===== src/rtl/dl_pkg.sv =====
package dl_pkg;
  // Divider field width; ratio = field + 1
  localparam int DIV_W    = 2;
  localparam int HALF_MAX = 1 << DIV_W;
  // Counters must hold 2*HALF_MAX+1
  localparam int CD_W     = $clog2(2 * HALF_MAX + 2);

  // Timing ticks per bus clock half period
  function automatic logic [CD_W-1:0] half_of(input logic [DIV_W-1:0] d);
    return CD_W'(d) + CD_W'(1);
  endfunction
endpackage


===== src/rtl/dl_clkgen.sv =====
module dl_clkgen
  import dl_pkg::*;
(
  input  logic            clk,
  input  logic            rst,
  input  logic            start_i,
  input  logic            run_i,
  input  logic            end_i,
  input  logic [CD_W-1:0] start_half_i,
  input  logic [CD_W-1:0] half_i,
  output logic            bclk_o
);
  logic [CD_W-1:0] ph_q;
  logic [CD_W-1:0] ph_n;
  logic [CD_W-1:0] per;

  assign per = half_i << 1;

  always_comb begin
    ph_n = (ph_q == per - CD_W'(1)) ? '0 : ph_q + CD_W'(1);
  end

  always_ff @(posedge clk) begin
    if (rst) begin
      ph_q   <= '0;
      bclk_o <= 1'b0;
    end else if (start_i) begin
      // two low ticks before the first rising edge
      ph_q   <= (start_half_i << 1) - CD_W'(2);
      bclk_o <= 1'b0;
    end else if (run_i && !end_i) begin
      ph_q   <= ph_n;
      bclk_o <= (ph_n < half_i);
    end else begin
      bclk_o <= 1'b0;
    end
  end

  // clock parked low whenever idle
  a_r1_low_when_idle: assert property (@(posedge clk) disable iff (rst)
    !run_i |=> !bclk_o);
endmodule


===== src/rtl/dl_sequencer.sv =====
module dl_sequencer
  import dl_pkg::*;
#(
  parameter int LEN_W  = 4,
  localparam int LEFT_W = LEN_W + 1
) (
  input  logic             clk,
  input  logic             rst,
  input  logic             req_valid_i,
  input  logic [LEN_W-1:0] req_len_i,
  input  logic [DIV_W-1:0] cfg_div_i,
  input  logic             cfg_burst_i,
  input  logic             wr_valid_i,
  output logic             req_ready_o,
  output logic             win_o,
  output logic             take_o,
  output logic             launch_o,
  output logic             first_o,
  output logic             end_o,
  output logic             run_o,
  output logic             start_o,
  output logic [CD_W-1:0]  start_half_o,
  output logic [CD_W-1:0]  half_o,
  output logic             underrun_o
);
  logic              run_q;
  logic [CD_W-1:0]   half_q;
  logic [LEFT_W-1:0] left_q;
  logic              staged_q;
  logic              first_q;
  logic [CD_W-1:0]   cd_q;
  logic              und_q;
  logic              starve;
  logic              fin;
  logic [CD_W-1:0]   reload;

  assign start_o      = !run_q && req_valid_i;
  assign start_half_o = half_of(cfg_div_i);
  assign win_o        = run_q && (left_q != '0) && (cd_q == CD_W'(2));
  assign take_o       = win_o && wr_valid_i;
  assign starve       = win_o && !wr_valid_i;
  assign launch_o     = run_q && staged_q && (cd_q == CD_W'(1));
  assign fin          = run_q && (left_q == '0) && !staged_q && (cd_q == half_q);
  assign end_o        = fin || starve;
  assign req_ready_o  = !run_q;
  assign run_o        = run_q;
  assign half_o       = half_q;
  assign first_o      = first_q;
  assign underrun_o   = und_q;

  // after the first rising-edge launch at ratio 1, skip one falling edge
  assign reload = (first_q && half_q == CD_W'(1)) ? CD_W'(3) : (half_q << 1);

  always_ff @(posedge clk) begin
    if (rst) begin
      run_q    <= 1'b0;
      half_q   <= CD_W'(1);
      left_q   <= '0;
      staged_q <= 1'b0;
      first_q  <= 1'b0;
      cd_q     <= '0;
      und_q    <= 1'b0;
    end else if (start_o) begin
      run_q    <= 1'b1;
      half_q   <= start_half_o;
      left_q   <= cfg_burst_i ? LEFT_W'(req_len_i) + LEFT_W'(1) : LEFT_W'(1);
      staged_q <= 1'b0;
      first_q  <= 1'b1;
      cd_q     <= (cfg_div_i == '0) ? CD_W'(2) : start_half_o + CD_W'(2);
      und_q    <= 1'b0;
    end else if (run_q) begin
      if (end_o) run_q <= 1'b0;
      if (starve) und_q <= 1'b1;
      cd_q <= launch_o ? reload : cd_q - CD_W'(1);
      if (take_o) begin
        left_q   <= left_q - LEFT_W'(1);
        staged_q <= 1'b1;
      end
      if (launch_o) begin
        staged_q <= 1'b0;
        first_q  <= 1'b0;
      end
    end
  end

  // latched ratio never moves during a burst
  a_r8_half_frozen: assert property (@(posedge clk) disable iff (rst)
    (run_q && $past(run_q)) |-> $stable(half_q));
  // a starved window ends the burst with the flag set
  a_r7_starve_stops: assert property (@(posedge clk) disable iff (rst)
    starve |=> (!run_q && und_q));
endmodule


===== src/rtl/dl_datapath.sv =====
module dl_datapath #(
  parameter int DATA_W = 16
) (
  input  logic              clk,
  input  logic              rst,
  input  logic              take_i,
  input  logic              launch_i,
  input  logic              end_i,
  input  logic [DATA_W-1:0] wr_data_i,
  output logic [DATA_W-1:0] dq_o,
  output logic              oe_o
);
  logic [DATA_W-1:0] stage_q;

  always_ff @(posedge clk) begin
    if (rst) begin
      stage_q <= '0;
      dq_o    <= '0;
      oe_o    <= 1'b0;
    end else begin
      if (take_i)   stage_q <= wr_data_i;
      if (launch_i) dq_o    <= stage_q;
      if (launch_i)   oe_o <= 1'b1;
      else if (end_i) oe_o <= 1'b0;
    end
  end

  // a taken word is launched on the very next edge
  a_r6_take_then_launch: assert property (@(posedge clk) disable iff (rst)
    take_i |=> launch_i);
endmodule


===== src/rtl/dl_burst_launcher.sv =====
module dl_burst_launcher
  import dl_pkg::*;
#(
  parameter int DATA_W = 16,
  parameter int LEN_W  = 4
) (
  input  logic              clk,
  input  logic              rst,
  input  logic [DIV_W-1:0]  cfg_div_i,
  input  logic              cfg_burst_i,
  input  logic              req_valid_i,
  input  logic [LEN_W-1:0]  req_len_i,
  output logic              req_ready_o,
  input  logic [DATA_W-1:0] wr_data_i,
  input  logic              wr_valid_i,
  output logic              wr_ready_o,
  output logic              bus_clk_o,
  output logic [DATA_W-1:0] bus_dq_o,
  output logic              bus_oe_o,
  output logic              underrun_o
);
  logic            take, launch, first, fin, run, start;
  logic [CD_W-1:0] start_half, half;

  dl_sequencer #(.LEN_W(LEN_W)) i_seq (
    .clk(clk), .rst(rst),
    .req_valid_i(req_valid_i), .req_len_i(req_len_i),
    .cfg_div_i(cfg_div_i), .cfg_burst_i(cfg_burst_i),
    .wr_valid_i(wr_valid_i),
    .req_ready_o(req_ready_o), .win_o(wr_ready_o), .take_o(take),
    .launch_o(launch), .first_o(first), .end_o(fin), .run_o(run),
    .start_o(start), .start_half_o(start_half), .half_o(half),
    .underrun_o(underrun_o)
  );

  dl_clkgen i_clk (
    .clk(clk), .rst(rst), .start_i(start), .run_i(run), .end_i(fin),
    .start_half_i(start_half), .half_i(half), .bclk_o(bus_clk_o)
  );

  dl_datapath #(.DATA_W(DATA_W)) i_dp (
    .clk(clk), .rst(rst), .take_i(take), .launch_i(launch), .end_i(fin),
    .wr_data_i(wr_data_i), .dq_o(bus_dq_o), .oe_o(bus_oe_o)
  );

  // first word at ratio 1 leaves on a rising edge
  a_r2_first_rise: assert property (@(posedge clk) disable iff (rst)
    (launch && first && half == CD_W'(1)) |=> (bus_clk_o && !$past(bus_clk_o)));
  // first word at slower ratios leaves on a falling edge
  a_r3_first_fall: assert property (@(posedge clk) disable iff (rst)
    (launch && first && half != CD_W'(1)) |=> (!bus_clk_o && $past(bus_clk_o)));
  // later words always leave on a falling edge
  a_r4_later_fall: assert property (@(posedge clk) disable iff (rst)
    (launch && !first) |=> (!bus_clk_o && $past(bus_clk_o)));
  // bus driven only inside a burst
  a_r9_oe_in_burst: assert property (@(posedge clk) disable iff (rst)
    bus_oe_o |-> run);
endmodule


===== config.mk =====
export PLATFORM = sky130hd
export DESIGN_NAME = dl_burst_launcher
export DESIGN_NICKNAME = d
export VERILOG_FILES = /design/src/rtl/dl_pkg.sv /design/src/rtl/dl_clkgen.sv /design/src/rtl/dl_sequencer.sv /design/src/rtl/dl_datapath.sv /design/src/rtl/dl_burst_launcher.sv
export SDC_FILE = /design/constraint.sdc
export NUM_CORES = 1
export LEC_CHECK = 0
export ABC_AREA = 1
export CORE_ASPECT_RATIO = 1.5
export CORE_UTILIZATION = 46
export CTS_CLUSTER_SIZE = 25
export DETAILED_ROUTE_END_ITERATION = 10
export GPL_TIMING_DRIVEN = 0
export PLACE_DENSITY = 0.74
export SYNTH_ARGS = -nofsm -noshare
export SYNTH_HDL_FRONTEND = slang
export SYNTH_SLANG_ARGS = --single-unit

===== constraint.sdc =====
create_clock -name clk -period 2 [get_ports clk]
set_input_delay 0.4 -clock clk [delete_from_list [all_inputs] [get_ports clk]]
set_output_delay 0.4 -clock clk [all_outputs]
set_load 0.01 [all_outputs]

* Yosys cells after proc, flatten, opt, wreduce, memory -nomap -nowiden
Cells that the tools add are included.
** Word-level totals
- Bits in registers :: 55
- Input bits :: 27
- Output and inout port bits :: 21
- Logic and storage cells :: 81
** Operators by class
- $add $sub $neg :: 8
- Order comparisons :: 1
- Eq/ne operators :: 5
- Multiplexer cells :: 22
- Bitwise gates (word level) :: 1
- Reduce and logical (&&, ||, !) cells :: 32
** Operators with widths (number)
- two-way mux 4 bit :: 8
- two-way mux 5 bit :: 4
- logical AND 1 bit :: 12
- nonzero test 2 bit :: 6
- two-way mux 1 bit :: 10
- equality test 4 x 1 -> 1 bit, second input constant :: 2
- equality test 4 bit :: 2
- AND reduction 2 bit :: 4
- subtractor 4 x 1 -> 4 bit, second input constant :: 2
- adder 4 x 1 -> 5 bit, second input constant :: 1
- zero test 5 bit :: 1
- nonzero test 5 bit :: 1
- subtractor 5 x 1 -> 5 bit, second input constant :: 1
- adder 4 x 1 -> 4 bit, second input constant :: 1
- adder 4 x 2 -> 4 bit, second input constant :: 1
- equality test 4 x 2 -> 1 bit, second input constant :: 1
- zero test 1 bit :: 4
- < comparator 4 bit :: 1
- subtractor 4 x 2 -> 4 bit, second input constant :: 1
- adder 2 x 1 -> 3 bit, second input constant :: 1
- OR reduction 3 bit :: 1
- zero test 2 bit :: 1
- OR reduction 2 bit :: 1
- logical OR 1 bit :: 1
- NOT 1 bit :: 1

* Logic depth before layout (Yosys ltp)
- Depth after elaboration :: 9
- Gate-level depth with buffers :: 14
- Depth with buffers taken out :: 14

* Hierarchy
A second synthesis with hierarchy kept.
** Second synthesis, totals
- Cells, all modules :: 386
- Area total of the unflattened synthesis :: 2776.4 um2
** By module, submodules not included
- dl_sequencer :: instances 1, cells each 168, area each 1147.4 um2, sequential area each 320.3 um2
- dl_datapath :: instances 1, cells each 142, area each 1143.6 um2, sequential area each 660.6 um2
- dl_clkgen :: instances 1, cells each 76, area each 485.5 um2, sequential area each 100.1 um2

* Worst setup path before layout
Ideal clock, no wire load.
- Path kind :: register to register
- Start :: register i_seq.half_q[0] (netlist: i_seq.half_o[0])
- End :: register i_clk.bclk_o
- Library setup time :: 0.078 ns
- Arrival time :: 1.937 ns
- Data required time :: 1.922 ns
- Path slack :: -0.014 ns
- Cell stages (with the launch flop) :: 11
- Path buffers :: 0
- Period minus slack after synthesis :: 2.014 ns
- Cells stage by stage :: dfxtp_1 > inv_2 > ha_1 > xor2_1 > nand2_1 > nor2_1 > nor2_1 > ha_1 > a21o_1 > a211o_1 > nor3_1
** Between the ends
- Cells in the longest elaborated chain, start to end :: 7
- Elaborated cells on any way between the ends :: 11
- Those cells by class :: add/sub: 1; order compare: 1; eq/ne: 2; mux: 1; bitwise: 1; reduce/logical: 5
** RTL lines
- start, declared :: RTL line dl_sequencer.sv:27 : logic [CD_W-1:0] half_q;
- start signal, assigned :: RTL line dl_sequencer.sv:65 : half_q <= start_half_o;
- parallel branches: the longest is 7 deep, another holds subtractor 4 x 1 -> 4 bit
- end signal, assigned :: RTL line dl_clkgen.sv:33 : bclk_o <= (ph_n < half_i);
- end, declared :: RTL line dl_clkgen.sv:11 : output logic bclk_o
Several ways; the timed one is not identified.
A chain may end at the register's enable or synchronous reset.

* Worst setup path after layout
- Start :: register i_seq.half_q[1] (netlist: i_seq.half_o[1])
- End :: register i_clk.bclk_o
The elaborated chain is that of the path after synthesis.

==> results.sh <==
export IMPL_run_status="finished with violations"
export IMPL_violations="setup timing"
export IMPL_numClockSinks=54
export IMPL_vias=2475
export IMPL_seq_area_mm2=0.00109
export IMPL_drt_iter0_markers=158
export IMPL_initial_core_util_pct=48.1
export IMPL_yosysSeqAreaShare_pct=40.9
export IMPL_worst_slew_pin_transition_ns=0.552
export IMPL_dr_pass1_iters=4
export IMPL_clockBufferDepth=2
export IMPL_switching_share_pct=28.7
export IMPL_fp_dieW_um=63.9
export IMPL_postSynth_asyncResetShare_pct=0
export IMPL_drcViolationCount=0
export IMPL_syn_cell_area_mm2=0.00264
export IMPL_pwr_share_comb_pct=22.7
export IMPL_clk_pin_slew_worst_paths_ns=0.10
export IMPL_synth_cell_types=38
export IMPL_end_kind="flip-flop"
export IMPL_cts_buffers=5
export IMPL_cts_root_buffer="clkbuf_8"
export IMPL_relSlewSlack_pct=63.2
export IMPL_gp_congestion=0.940
export IMPL_clk_latency_ns=0.32
export IMPL_grt_max_degree=17
export IMPL_cellPowerDensity_mw_per_mm2=714
export IMPL_worst_slack_ns=-0.0852
export IMPL_ys_ff_latch=54
export IMPL_synth_cells=342
export IMPL_htreeDepth=2
export IMPL_skew_ns=0.0115
export IMPL_period_needed_ns=2.09
export IMPL_grt_overflow_total=0
export IMPL_dpl_worst_slack_ns=-0.172
export IMPL_grt_pass1_vias=2327
export IMPL_final_hold_violation_count=0
export IMPL_fin_cells=477
export IMPL_ys_warn_count=0
export IMPL_ir_worst_vdd_mv=0.358
export IMPL_cp_required_ns=2.25
export IMPL_track_usage_pct=23.0
export IMPL_die_area_mm2=0.00606
export IMPL_startpoint_type="flip-flop"
export IMPL_synth_edf_count=0
export IMPL_postRouteAntennaNets=0
export IMPL_cts_tree="built"
export IMPL_cp_arrival_ns=2.34
export IMPL_rsz0062_at_grt="yes"
export IMPL_final_core_util_pct=63.0
export IMPL_p_int_mw=1.76
export IMPL_period_share_pct=104
export IMPL_min_from="i_dp.stage_q[13]"
export IMPL_min_path_type="flip-flop to flip-flop"
export IMPL_io_buffers=46
export IMPL_worstHoldPathCells=2
export IMPL_critical_path_class="flip-flop to flip-flop"
export IMPL_finalSetupViolCount=1
export IMPL_worstPathMaxFanout=4
export IMPL_drv_cap=0
export IMPL_rr_worst_depth=10
export IMPL_pwr_share_clk_pct=30.1
export IMPL_r2r_start="i_seq.half_o[1]"
export IMPL_min_to="i_dp.stage_q[13]"
export IMPL_die_h_um=94.9
export IMPL_syn_avg_cell_area_um2=7.73
export IMPL_dp_hpwl_um=4710
export IMPL_pwr_share_seq_pct=47.2
export IMPL_drive_gt1_share_pct=17.7
export IMPL_grt_pass1_wl_um=10800
export IMPL_io_pins=48
export IMPL_syn_num_nets=383
export IMPL_multi_input_area_mm2=0.00135
export IMPL_avgViaCountPerCell=5.19
export IMPL_final_nets=447
export IMPL_route_final_wire_length_um=6730
export IMPL_reg2reg_to="i_clk.bclk_o"
export IMPL_max_clock_freq_mhz=480
export IMPL_ff2ff_setup_slack_ns=-0.09
export IMPL_antenna_cells=0
export IMPL_fp_coreArea_mm2=0.00549
export IMPL_p_leak_nw=1.43
export IMPL_avgRoutedWirePerCell_um=14.1
export IMPL_num_rows=33
export IMPL_antenna_found_initial=0
export IMPL_switchingPower_mw=0.708
export IMPL_synth_flop_cell="dfxtp_1"
export IMPL_maxSlewViolCount=0
export IMPL_place_inst=458
export IMPL_num_fill_cells=488
export IMPL_areaGrowthSynthToFinish_pct=30.8
## power groups by stage
stage | sequential, mW | combinational [mW] | clock (mW)
6_report | 1.17 | 0.560 | 0.743
4_1_cts | 1.16 | 0.506 | 0.749
3_5_place_dp | 1.19 | 0.444 | 0
3_3_place_gp | 1.19 | 0.435 | 0
2_1_floorplan | 1.18 | 0.312 | 0
5_1_grt | 1.17 | 0.622 | 0.784
## worst max-delay path, cell delays in order (launching register included)
cell,delay (ns)
dfxtp_2,0.37
inv_4,0.05
ha_4,0.28
xor2_4,0.17
nand2_2,0.10
nor2_4,0.13
nor2_2,0.05
ha_1,0.29
a21o_1,0.17
a211o_1,0.27
nor3_2,0.16
## cell families after synthesis
kind of cell	share of synthesized area (%)
DFF	40.9
and+or+nand+nor	18.3
adders and majority gates	6.63
AOI/OAI and AO/OA	21.1
xor gates and xnor gates	2.65
buffers and inverters	10.5
## registers in the layout, indices dropped and copies added (netlist names)
name / count
i_clk.ph_q: 4
i_clk.bclk_o: 1
i_seq.half_o: 3
i_seq.staged_q: 1
i_seq.run_o: 1
i_dp.oe_o: 1
i_seq.left_q: 5
i_seq.underrun_o: 1
i_seq.cd_q: 4
i_dp.stage_q: 16
i_dp.dq_o: 16
i_seq.first_o: 1
## worst max-delay path by stage
| stage | start | end | cells after the start |
|---|---|---|---|
| floorplan | i_seq.half_o[1] | i_clk.bclk_o | 10 |
| global placement | i_seq.half_o[0] | i_clk.bclk_o | 10 |
| detailed placement | i_seq.half_o[1] | i_clk.bclk_o | 10 |
| CTS | i_seq.half_o[1] | i_clk.bclk_o | 10 |
| global route | i_seq.half_o[1] | i_clk.bclk_o | 10 |
| finish | i_seq.half_o[1] | i_clk.bclk_o | 10 |
## layout make-up
type                       count  area share [%]
buffer                        14            2.46
clock buffer                   6            2.10
clock inverter                 2            1.09
inverter                      51            5.75
multi-input combinational    223            39.0
sequential                    54            31.5
tap                           70            2.53
timing repair buffer          57            15.6
## stage by stage
| step | hold WS (ns) | cell area, µm² | power, mW | TNS (ns) |
|---|---|---|---|---|
| final | 0.457 | 3460 | 2.47 | -0.0852 |
| after CTS | 0.455 | 3380 | 2.42 | 0 |
| after floorplan | 0.430 | 2650 | 1.49 | 0 |
| after detailed placement | 0.445 | 3190 | 1.63 | -0.218 |
| after global placement | 0.437 | 3190 | 1.62 | -0.152 |
| after global routing | 0.480 | 3460 | 2.58 | -0.232 |
## per-layer routing
layer / share of wire, % / routed length [µm] / vias up / track usage (%)
met5: 0 / 0 / - / 0
met4: 2.3 / 155 / 0 / 9.66
met2: 54 / 3650 / 54 / 44.5
li1: - / - / 1250 / -
met1: 40 / 2720 / 1160 / 24.3
met3: 3.1 / 208 / 11 / 3.26
## placed cells by master (no fill, tap or decap), drive strengths merged, types with 12 or more instances in the layout
| cell type | synthesis | final |
|---|---|---|
| a21oi | 47 | 47 |
| buf | 8 | 20 |
| clkbuf | 6 | 12 |
| clkdlybuf4s50 | 0 | 45 |
| dfxtp | 54 | 54 |
| ha | 14 | 14 |
| inv | 51 | 51 |
| nand2 | 46 | 46 |
| nand3 | 17 | 17 |
| nor2 | 26 | 26 |
| o21ai | 43 | 43 |
## synth_stat cells (2+ instances only)
cell	n	area, µm²
and2_1	2	12.5
xnor2_1	3	26.3
a21oi_1	46	230
nand3_2	2	20.0
nand2_1	42	158
inv_1	43	161
dfxtp_1	54	1080
inv_2	8	30.0
nor2_1	22	82.6
nor2_2	4	25.0
nand2_4	2	22.5
a31oi_1	3	18.8
ha_1	14	175
buf_2	4	20.0
xor2_1	5	43.8
o21ai_0	17	85.1
nand4_1	2	12.5
o22ai_1	2	12.5
o21ai_1	26	130
nand3_1	14	70.1
o211ai_1	2	15.0
nand2_2	2	12.5
a211oi_2	2	25.0
clkbuf_1	5	18.8
buf_6	3	33.8
## repair_timing
item,4_1_cts,5_1_grt
endpoints found under the setup margin,2,3
hold buffers,0,0
gates resized for setup,13,16
buffers inserted,9,2
hold endpoints to repair,0,0
pin swaps,4,8
No activity file was read; power rests on OpenSTA's default activity.
